==> src/rtl/sfid_pkg.sv <==
package sfid_pkg;

    localparam int REG_AW = 4;
    localparam int IRQ_W  = 5;

    typedef enum logic [REG_AW-1:0] {
        RG_TXDATA = 4'd0,
        RG_RXDATA = 4'd1,
        RG_TXTHR  = 4'd2,
        RG_RXTHR  = 4'd3,
        RG_TXLVL  = 4'd4,
        RG_RXLVL  = 4'd5,
        RG_STAT   = 4'd6,
        RG_IMASK  = 4'd7,
        RG_IRAW   = 4'd8,
        RG_IMST   = 4'd9,
        RG_ICLR   = 4'd10,
        RG_DMACTL = 4'd11,
        RG_TXWM   = 4'd12,
        RG_RXWM   = 4'd13
    } sfid_reg_e;

    // interrupt bit positions
    localparam int IB_TXLOW  = 0;
    localparam int IB_TXOVF  = 1;
    localparam int IB_RXUND  = 2;
    localparam int IB_RXOVF  = 3;
    localparam int IB_RXHIGH = 4;

    // status bit positions
    localparam int SB_BUSY    = 0;
    localparam int SB_TXFULL  = 1;
    localparam int SB_TXEMPTY = 2;
    localparam int SB_RXEMPTY = 3;
    localparam int SB_RXFULL  = 4;

    // clear register bit positions
    localparam int CB_ALL   = 0;
    localparam int CB_RXUND = 1;
    localparam int CB_RXOVF = 2;
    localparam int CB_TXOVF = 3;

    // DMA control bit positions
    localparam int DB_RX = 0;
    localparam int DB_TX = 1;

    typedef struct packed {
        logic tx_ovf;
        logic rx_und;
        logic rx_ovf;
    } sfid_sticky_t;

endpackage

==> src/rtl/sfid_fifo.sv <==
module sfid_fifo #(
    parameter int DEPTH  = 8,
    parameter int DATA_W = 16,
    localparam int PTR_W = (DEPTH > 1) ? $clog2(DEPTH) : 1,
    localparam int LVL_W = $clog2(DEPTH + 1)
) (
    input  logic              clk,
    input  logic              rst_n,
    input  logic              push,
    input  logic [DATA_W-1:0] push_data,
    input  logic              pop,
    output logic [DATA_W-1:0] head,
    output logic [LVL_W-1:0]  level,
    output logic              full,
    output logic              empty,
    output logic              ovf_evt,
    output logic              und_evt
);

    typedef struct packed {
        logic [PTR_W-1:0] wr_ptr;
        logic [PTR_W-1:0] rd_ptr;
        logic [LVL_W-1:0] level;
    } fifo_st_t;

    fifo_st_t st_d, st_q;
    logic [DATA_W-1:0] mem_q [DEPTH];
    logic push_ok, pop_ok;

    function automatic logic [PTR_W-1:0] ptr_next(input logic [PTR_W-1:0] p);
        return (p == PTR_W'(DEPTH - 1)) ? '0 : p + PTR_W'(1);
    endfunction

    assign full  = (st_q.level == LVL_W'(DEPTH));
    assign empty = (st_q.level == '0);
    assign level = st_q.level;
    assign head  = empty ? '0 : mem_q[st_q.rd_ptr];

    always_comb begin
        st_d    = st_q;
        pop_ok  = pop && !empty;
        push_ok = push && (!full || pop_ok);
        ovf_evt = push && !push_ok;
        und_evt = pop && empty;
        if (push_ok) st_d.wr_ptr = ptr_next(st_q.wr_ptr);
        if (pop_ok)  st_d.rd_ptr = ptr_next(st_q.rd_ptr);
        st_d.level = st_q.level + LVL_W'(push_ok) - LVL_W'(pop_ok);
    end

    always_ff @(posedge clk or negedge rst_n) begin
        if (!rst_n) st_q <= '0;
        else        st_q <= st_d;
    end

    always_ff @(posedge clk) begin
        if (push_ok) mem_q[st_q.wr_ptr] <= push_data;
    end

    p_level_in_range_r5: assert property (@(posedge clk) disable iff (!rst_n)
        st_q.level <= LVL_W'(DEPTH));

    p_drop_keeps_level_r3: assert property (@(posedge clk) disable iff (!rst_n)
        (push && full && !pop) |=> (st_q.level == $past(st_q.level)));

    p_level_step_r5: assert property (@(posedge clk) disable iff (!rst_n)
        (!push && !pop) |=> $stable(st_q.level));

endmodule

==> src/rtl/sfid_irq.sv <==
module sfid_irq
    import sfid_pkg::*;
(
    input  logic             clk,
    input  logic             rst_n,
    input  logic             tx_low,
    input  logic             rx_high,
    input  logic             tx_ovf_evt,
    input  logic             rx_und_evt,
    input  logic             rx_ovf_evt,
    input  logic             clr_wr,
    input  logic [3:0]       clr_bits,
    input  logic [IRQ_W-1:0] mask,
    output logic [IRQ_W-1:0] raw,
    output logic [IRQ_W-1:0] masked,
    output logic             irq
);

    sfid_sticky_t stk_d, stk_q, clr, evt;

    always_comb begin
        clr.tx_ovf = clr_wr && (clr_bits[CB_ALL] || clr_bits[CB_TXOVF]);
        clr.rx_und = clr_wr && (clr_bits[CB_ALL] || clr_bits[CB_RXUND]);
        clr.rx_ovf = clr_wr && (clr_bits[CB_ALL] || clr_bits[CB_RXOVF]);
        evt.tx_ovf = tx_ovf_evt;
        evt.rx_und = rx_und_evt;
        evt.rx_ovf = rx_ovf_evt;
        // a new event outranks a clear in the same cycle
        stk_d = (stk_q & ~clr) | evt;
    end

    always_ff @(posedge clk or negedge rst_n) begin
        if (!rst_n) stk_q <= '0;
        else        stk_q <= stk_d;
    end

    always_comb begin
        raw            = '0;
        raw[IB_TXLOW]  = tx_low;
        raw[IB_TXOVF]  = stk_q.tx_ovf;
        raw[IB_RXUND]  = stk_q.rx_und;
        raw[IB_RXOVF]  = stk_q.rx_ovf;
        raw[IB_RXHIGH] = rx_high;
        masked         = raw & mask;
        irq            = |masked;
    end

    p_sticky_holds_r9: assert property (@(posedge clk) disable iff (!rst_n)
        (!clr_wr) |=> ((stk_q & $past(stk_q)) == $past(stk_q)));

    p_event_sets_r3: assert property (@(posedge clk) disable iff (!rst_n)
        tx_ovf_evt |=> raw[IB_TXOVF]);

endmodule

==> src/rtl/spi_fifo_irq_dma.sv <==
module spi_fifo_irq_dma
    import sfid_pkg::*;
#(
    parameter int DEPTH  = 8,
    parameter int DATA_W = 16
) (
    input  logic              clk,
    input  logic              rst_n,
    input  logic              reg_wr,
    input  logic              reg_rd,
    input  logic [3:0]        reg_addr,
    input  logic [31:0]       reg_wdata,
    output logic [31:0]       reg_rdata,
    input  logic              eng_busy,
    input  logic              eng_tx_pop,
    output logic [DATA_W-1:0] eng_tx_data,
    input  logic              eng_rx_push,
    input  logic [DATA_W-1:0] eng_rx_data,
    output logic              irq,
    output logic              tx_dma_req,
    output logic              rx_dma_req
);

    localparam int LVL_W = $clog2(DEPTH + 1);

    typedef struct packed {
        logic [LVL_W-1:0] tx_thr;
        logic [LVL_W-1:0] rx_thr;
        logic [LVL_W-1:0] tx_wm;
        logic [LVL_W-1:0] rx_wm;
        logic [IRQ_W-1:0] imask;
        logic [1:0]       dmactl;
    } cfg_t;

    cfg_t cfg_d, cfg_q;
    sfid_reg_e addr;

    logic wr_tx, rd_rx, clr_wr, thr_ok;
    logic [DATA_W-1:0] rx_head;
    logic [LVL_W-1:0]  tx_lvl, rx_lvl;
    logic tx_full, tx_empty, rx_full, rx_empty;
    logic tx_ovf_evt, tx_und_evt, rx_ovf_evt, rx_und_evt;
    logic [IRQ_W-1:0] raw, masked, status;

    assign addr   = sfid_reg_e'(reg_addr);
    assign wr_tx  = reg_wr && (addr == RG_TXDATA);
    assign rd_rx  = reg_rd && (addr == RG_RXDATA);
    assign clr_wr = reg_wr && (addr == RG_ICLR);
    assign thr_ok = (reg_wdata < 32'(DEPTH));

    sfid_fifo #(.DEPTH(DEPTH), .DATA_W(DATA_W)) u_txf (
        .clk(clk), .rst_n(rst_n),
        .push(wr_tx), .push_data(reg_wdata[DATA_W-1:0]),
        .pop(eng_tx_pop), .head(eng_tx_data),
        .level(tx_lvl), .full(tx_full), .empty(tx_empty),
        .ovf_evt(tx_ovf_evt), .und_evt(tx_und_evt)
    );

    sfid_fifo #(.DEPTH(DEPTH), .DATA_W(DATA_W)) u_rxf (
        .clk(clk), .rst_n(rst_n),
        .push(eng_rx_push), .push_data(eng_rx_data),
        .pop(rd_rx), .head(rx_head),
        .level(rx_lvl), .full(rx_full), .empty(rx_empty),
        .ovf_evt(rx_ovf_evt), .und_evt(rx_und_evt)
    );

    sfid_irq u_irq (
        .clk(clk), .rst_n(rst_n),
        .tx_low(tx_lvl <= cfg_q.tx_thr),
        .rx_high(rx_lvl > cfg_q.rx_thr),
        .tx_ovf_evt(tx_ovf_evt),
        .rx_und_evt(rx_und_evt),
        .rx_ovf_evt(rx_ovf_evt),
        .clr_wr(clr_wr),
        .clr_bits(reg_wdata[3:0]),
        .mask(cfg_q.imask),
        .raw(raw), .masked(masked), .irq(irq)
    );

    always_comb begin
        cfg_d = cfg_q;
        if (reg_wr) begin
            case (addr)
                RG_TXTHR:  if (thr_ok) cfg_d.tx_thr = reg_wdata[LVL_W-1:0];
                RG_RXTHR:  if (thr_ok) cfg_d.rx_thr = reg_wdata[LVL_W-1:0];
                RG_TXWM:   cfg_d.tx_wm  = reg_wdata[LVL_W-1:0];
                RG_RXWM:   cfg_d.rx_wm  = reg_wdata[LVL_W-1:0];
                RG_IMASK:  cfg_d.imask  = reg_wdata[IRQ_W-1:0];
                RG_DMACTL: cfg_d.dmactl = reg_wdata[1:0];
                default: ;
            endcase
        end
    end

    always_ff @(posedge clk or negedge rst_n) begin
        if (!rst_n) cfg_q <= '0;
        else        cfg_q <= cfg_d;
    end

    always_comb begin
        status             = '0;
        status[SB_BUSY]    = eng_busy || !tx_empty;
        status[SB_TXFULL]  = tx_full;
        status[SB_TXEMPTY] = tx_empty;
        status[SB_RXEMPTY] = rx_empty;
        status[SB_RXFULL]  = rx_full;
    end

    assign tx_dma_req = cfg_q.dmactl[DB_TX] && (tx_lvl <= cfg_q.tx_wm);
    assign rx_dma_req = cfg_q.dmactl[DB_RX] && (rx_lvl > cfg_q.rx_wm);

    always_comb begin
        reg_rdata = '0;
        case (addr)
            RG_RXDATA: reg_rdata = 32'(rx_head);
            RG_TXTHR:  reg_rdata = 32'(cfg_q.tx_thr);
            RG_RXTHR:  reg_rdata = 32'(cfg_q.rx_thr);
            RG_TXLVL:  reg_rdata = 32'(tx_lvl);
            RG_RXLVL:  reg_rdata = 32'(rx_lvl);
            RG_STAT:   reg_rdata = 32'(status);
            RG_IMASK:  reg_rdata = 32'(cfg_q.imask);
            RG_IRAW:   reg_rdata = 32'(raw);
            RG_IMST:   reg_rdata = 32'(masked);
            RG_DMACTL: reg_rdata = 32'(cfg_q.dmactl);
            RG_TXWM:   reg_rdata = 32'(cfg_q.tx_wm);
            RG_RXWM:   reg_rdata = 32'(cfg_q.rx_wm);
            default:   reg_rdata = '0;
        endcase
    end

    p_thr_below_depth_r7: assert property (@(posedge clk) disable iff (!rst_n)
        (cfg_q.tx_thr < LVL_W'(DEPTH)) && (cfg_q.rx_thr < LVL_W'(DEPTH)));

    p_und_sets_flag_r4: assert property (@(posedge clk) disable iff (!rst_n)
        (rd_rx && rx_empty) |=> raw[IB_RXUND]);

    p_irq_quiet_masked_r8: assert property (@(posedge clk) disable iff (!rst_n)
        (cfg_q.imask == '0) |-> !irq);

    p_txreq_needs_en_r10: assert property (@(posedge clk) disable iff (!rst_n)
        $fell(cfg_q.dmactl[DB_TX]) |-> !tx_dma_req);

    p_tx_pop_empty_quiet_r2: assert property (@(posedge clk) disable iff (!rst_n)
        (eng_tx_pop && tx_empty && !wr_tx) |=> (tx_lvl == '0));

endmodule

==> config.mk <==
export PLATFORM = sky130hd
export DESIGN_NAME = spi_fifo_irq_dma
export DESIGN_NICKNAME = d
export VERILOG_FILES = /design/src/rtl/sfid_pkg.sv /design/src/rtl/sfid_fifo.sv /design/src/rtl/sfid_irq.sv /design/src/rtl/spi_fifo_irq_dma.sv
export SDC_FILE = /design/constraint.sdc
export NUM_CORES = 1
export LEC_CHECK = 0
export ABC_AREA = 0
export BUFFER_PORTS_ARGS = -buffer_cell sky130_fd_sc_hd__buf_4
export CORE_ASPECT_RATIO = 0.75
export CORE_UTILIZATION = 45
export CTS_CLUSTER_SIZE = 20
export DETAILED_ROUTE_END_ITERATION = 16
export HOLD_SLACK_MARGIN = 0.06
export MAX_ROUTING_LAYER = met4
export SLEW_MARGIN = 20
export SYNTH_ARGS = -nofsm -noshare
export SYNTH_HDL_FRONTEND = slang
export SYNTH_SLANG_ARGS = --single-unit
==> constraint.sdc <==
create_clock -name clk -period 10.8 [get_ports clk]
set_clock_uncertainty 0.05 [all_clocks]
set_input_delay 1.08 -clock clk [delete_from_list [all_inputs] [get_ports clk]]
set_output_delay 1.08 -clock clk [all_outputs]
set_load 0.05 [all_outputs]
==> flow_summary.json <==
{
  "status": "finished, violations left",
  "violations": "DRC",
  "start_kind": "input port",
  "synth.top_cell.area_share": 0.578,
  "post_cts_buffers": 0,
  "crit_type": "in2out",
  "power_density_mw_per_mm2": 243,
  "synthCells": 793,
  "dr_wl_met2_um": 12000,
  "grt_setup_unrepaired": "no",
  "ys_ff_latch": 302,
  "critical-path-slowest-cell": "nand3_1",
  "dp_slack_ns": 5.97,
  "vias_per_cell": 5.34,
  "drive_above_1_share": 0.270,
  "critical_path_required_ns": 9.67,
  "die_area_mm2": 0.0302,
  "synth_area_leader_cell": "edfxtp_1",
  "cts_buffer_depth": 3,
  "gp_congestion": 0.883,
  "drtIter0Drc": 587,
  "yosys_most_used_dff": "edfxtp_1",
  "core_mm2": 0.0291,
  "antenna_found_initial": 1,
  "path_delay_family": "simple AND/OR/NAND/NOR gates",
  "drv_slew": 0,
  "syn_area_mm2": 0.0133,
  "ctsHtreeMaxLevel": 1,
  "ys_top_cells_by_area": "edfxtp_1 58%, dfrtp_1 8.7%, mux4_2 8.3%, ha_1 3.4%, mux2i_1 2.8%",
  "cts.clk_slew.worst_paths_ns": 0.06,
  "crit_arrival_ns": 3.72,
  "vias": 7037,
  "highest_layer": "met4",
  "cts_sinks": 302,
  "start_util": 0.458,
  "hold_violations": 0,
  "slew_headroom": 0.343,
  "vdd_ir_drop_max_mv": 0.131,
  "fillerInstances": 2386,
  "overflow": 0,
  "finalCritPeriodShare": 0.449,
  "ff2ff_setup_slack_ns": 7.80,
  "grt_pass1_vias": 7108,
  "r2r_cells": 9,
  "hpwl_um": 17000,
  "r2r-end": "u_rxf.mem_q[3][7]$_DFFE_PP_",
  "drc": 1,
  "regArea_mm2": 0.00884,
  "drt-wirelength-per-cell_um": 20.8,
  "tns_ns": 0,
  "hold_buffers": 0,
  "fin_crit_ns": 4.85,
  "post_cts_resize_count": 0,
  "final_nets": 1000,
  "ios": 110,
  "area_delta_synth_final_pct": 14.9,
  "async_flop_share": 0.152,
  "routed_wl_um": 27400,
  "grt_max_degree": 47,
  "antennaDiodeCount": 0,
  "postRouteAntennaNets": 0,
  "grt_use_total": 0.192,
  "ctsRootBufferMaster": "clkbuf_16",
  "grt_pass1_wl_um": 42600,
  "synth-edff-count": 256,
  "worst_pin_slew_ns": 0.983,
  "dr.pass1.iters": 11,
  "ys_seq_area_frac": 0.665,
  "slowest_delay_ns": 0.85,
  "drt-met1-wl_um": 13500,
  "final_area_mm2": 0.0153,
  "min_path_type": "in2async",
  "wl_met3_um": 1480,
  "max_freq_mhz": 206,
  "cts_tree": "done",
  "setup_viol_count_final": 0,
  "crit_buf_inv": 2,
  "synth_cell_type_count": 68,
  "r2r_start": "u_rxf.level[2]$_DFF_PN0_",
  "insertion_delay_ns": 0.55,
  "syn_avg_cell_area_um2": 16.8,
  "maxCapViolations": 0,
  "die_h_um": 151,
  "multi_input_area_mm2": 0.00406,
  "fin_ws_ns": 5.95,
  "fp-row-count": 54,
  "crit_path_end_kind": "output port",
  "dpl_cell_area_mm2": 0.0144,
  "critPathMaxFanout": 20,
  "die_w_um": 200,
  "port_buffers": 93,
  "cts_made_buffers": 29,
  "cp_cell_sequence": "buf_4 -> nor2b_1 -> nand3_1 -> a311oi_1 -> nand3_1 -> nand4_1 -> buf_4",
  "ys_warn_count": 0,
  "power_leakage_nw": 5.58
}
[per-layer routing]
| layer | up-vias | global-route usage |
|---|---|---|
| met5 | - | - |
| met2 | 186 | 0.281 |
| li1 | 3276 | - |
| met1 | 3540 | 0.287 |
| met4 | 0 | 0.0393 |
| met3 | 35 | 0.0273 |
[how the worst max path moves through the flow]
stage,startpoint,cells past startpoint,to
5_1_grt,reg_addr[0],7,reg_rdata[0]
2_1_floorplan,reg_addr[0],6,u_txf.mem_q[4][0]$_DFFE_PP_
4_1_cts,reg_addr[0],7,reg_rdata[0]
3_3_place_gp,reg_addr[0],7,reg_rdata[0]
6_report,reg_addr[0],7,reg_rdata[0]
3_5_place_dp,reg_addr[0],7,reg_rdata[0]
[cell usage in the layout (no fill, tap or decap), types with 3 or more instances in the layout]
master / instances
dfrtp_1: 44
mux2i_1: 37
mux2_1: 3
nor2_1: 44
a21oi_1: 13
a211oi_1: 3
conb_1: 16
a21o_1: 5
nand2_1: 41
mux2_2: 18
nor3_1: 3
mux4_1: 13
nand3b_1: 3
nor4_1: 6
edfxtp_1: 256
nor2b_1: 10
nor3_2: 8
mux4_2: 49
buf_4: 114
nand4_1: 10
clkbuf_16: 29
clkbuf_1: 4
or3_1: 3
clkinv_1: 10
nand2b_1: 10
nand3_1: 19
ha_1: 36
inv_1: 34
o21ai_0: 21
inv_6: 4
[cell usage after synthesis (all sizes together) (2+ instances only)]
| cell | count |
|---|---|
| a311oi | 2 |
| and4 | 2 |
| clkbuf | 6 |
| mux4 | 62 |
| a21oi | 13 |
| or3 | 4 |
| nand4 | 11 |
| mux2 | 21 |
| fa | 2 |
| nand3b | 3 |
| nor4b | 3 |
| nand3 | 19 |
| nor2b | 10 |
| a22o | 2 |
| and3 | 2 |
| nor4 | 8 |
| inv | 36 |
| nor3 | 11 |
| mux2i | 37 |
| o21ai | 21 |
| dfrtp | 46 |
| a21o | 5 |
| ha | 36 |
| nand2b | 10 |
| a211oi | 3 |
| buf | 44 |
| o2111ai | 2 |
| nor3b | 4 |
| nor2 | 47 |
| and2 | 2 |
| xor2 | 2 |
| edfxtp | 256 |
| nand2 | 43 |
| o22ai | 2 |
| xnor2 | 2 |
[logic make-up after synthesis]
kind of cell    share of synthesized area
compound gates                     0.0285
xor+xnor                          0.00264
fa+ha+maj                          0.0369
buf+inv                            0.0381
flops                               0.665
mux                                 0.154
other cells                      0.000282
simple gates                       0.0744
[cell type report]
cell class	count	area share
Sequential cell	302	0.579
Multi-Input combinational cell	420	0.266
Timing Repair Buffer	114	0.0560
Clock buffer	33	0.0485
Tap cell	392	0.0321
Clock inverter	20	0.00967
Inverter	36	0.00934
[metrics by stage]
stage | hold slack, ns | power, mW | std cells | util
2_1_floorplan | 0.423 | 2.47 | 808 | -
3_3_place_gp | 0.478 | 2.80 | 1264 | 0.495
3_5_place_dp | 0.477 | 2.80 | 1264 | 0.495
4_1_cts | 0.491 | 3.76 | 1317 | 0.526
5_1_grt | 0.521 | 3.92 | 1317 | 0.526
6_report | 0.481 | 3.72 | 1317 | 0.526
[state kept, by name (all words and copies together), names as in the netlist]
register / count
u_rxf.mem_q: 128
u_txf.mem_q: 128
cfg_q: 23
u_rxf.st_q: 6
u_txf.st_q: 6
u_rxf.level: 4
u_txf.level: 4
u_irq.raw: 3
[where the power goes]
group | switching (mW) | internal [mW]
Combinational | 0.726 | 0.519
Sequential | 0.126 | 1.39
Clock | 0.429 | 0.520
No activity file was read; power rests on OpenSTA's default activity.
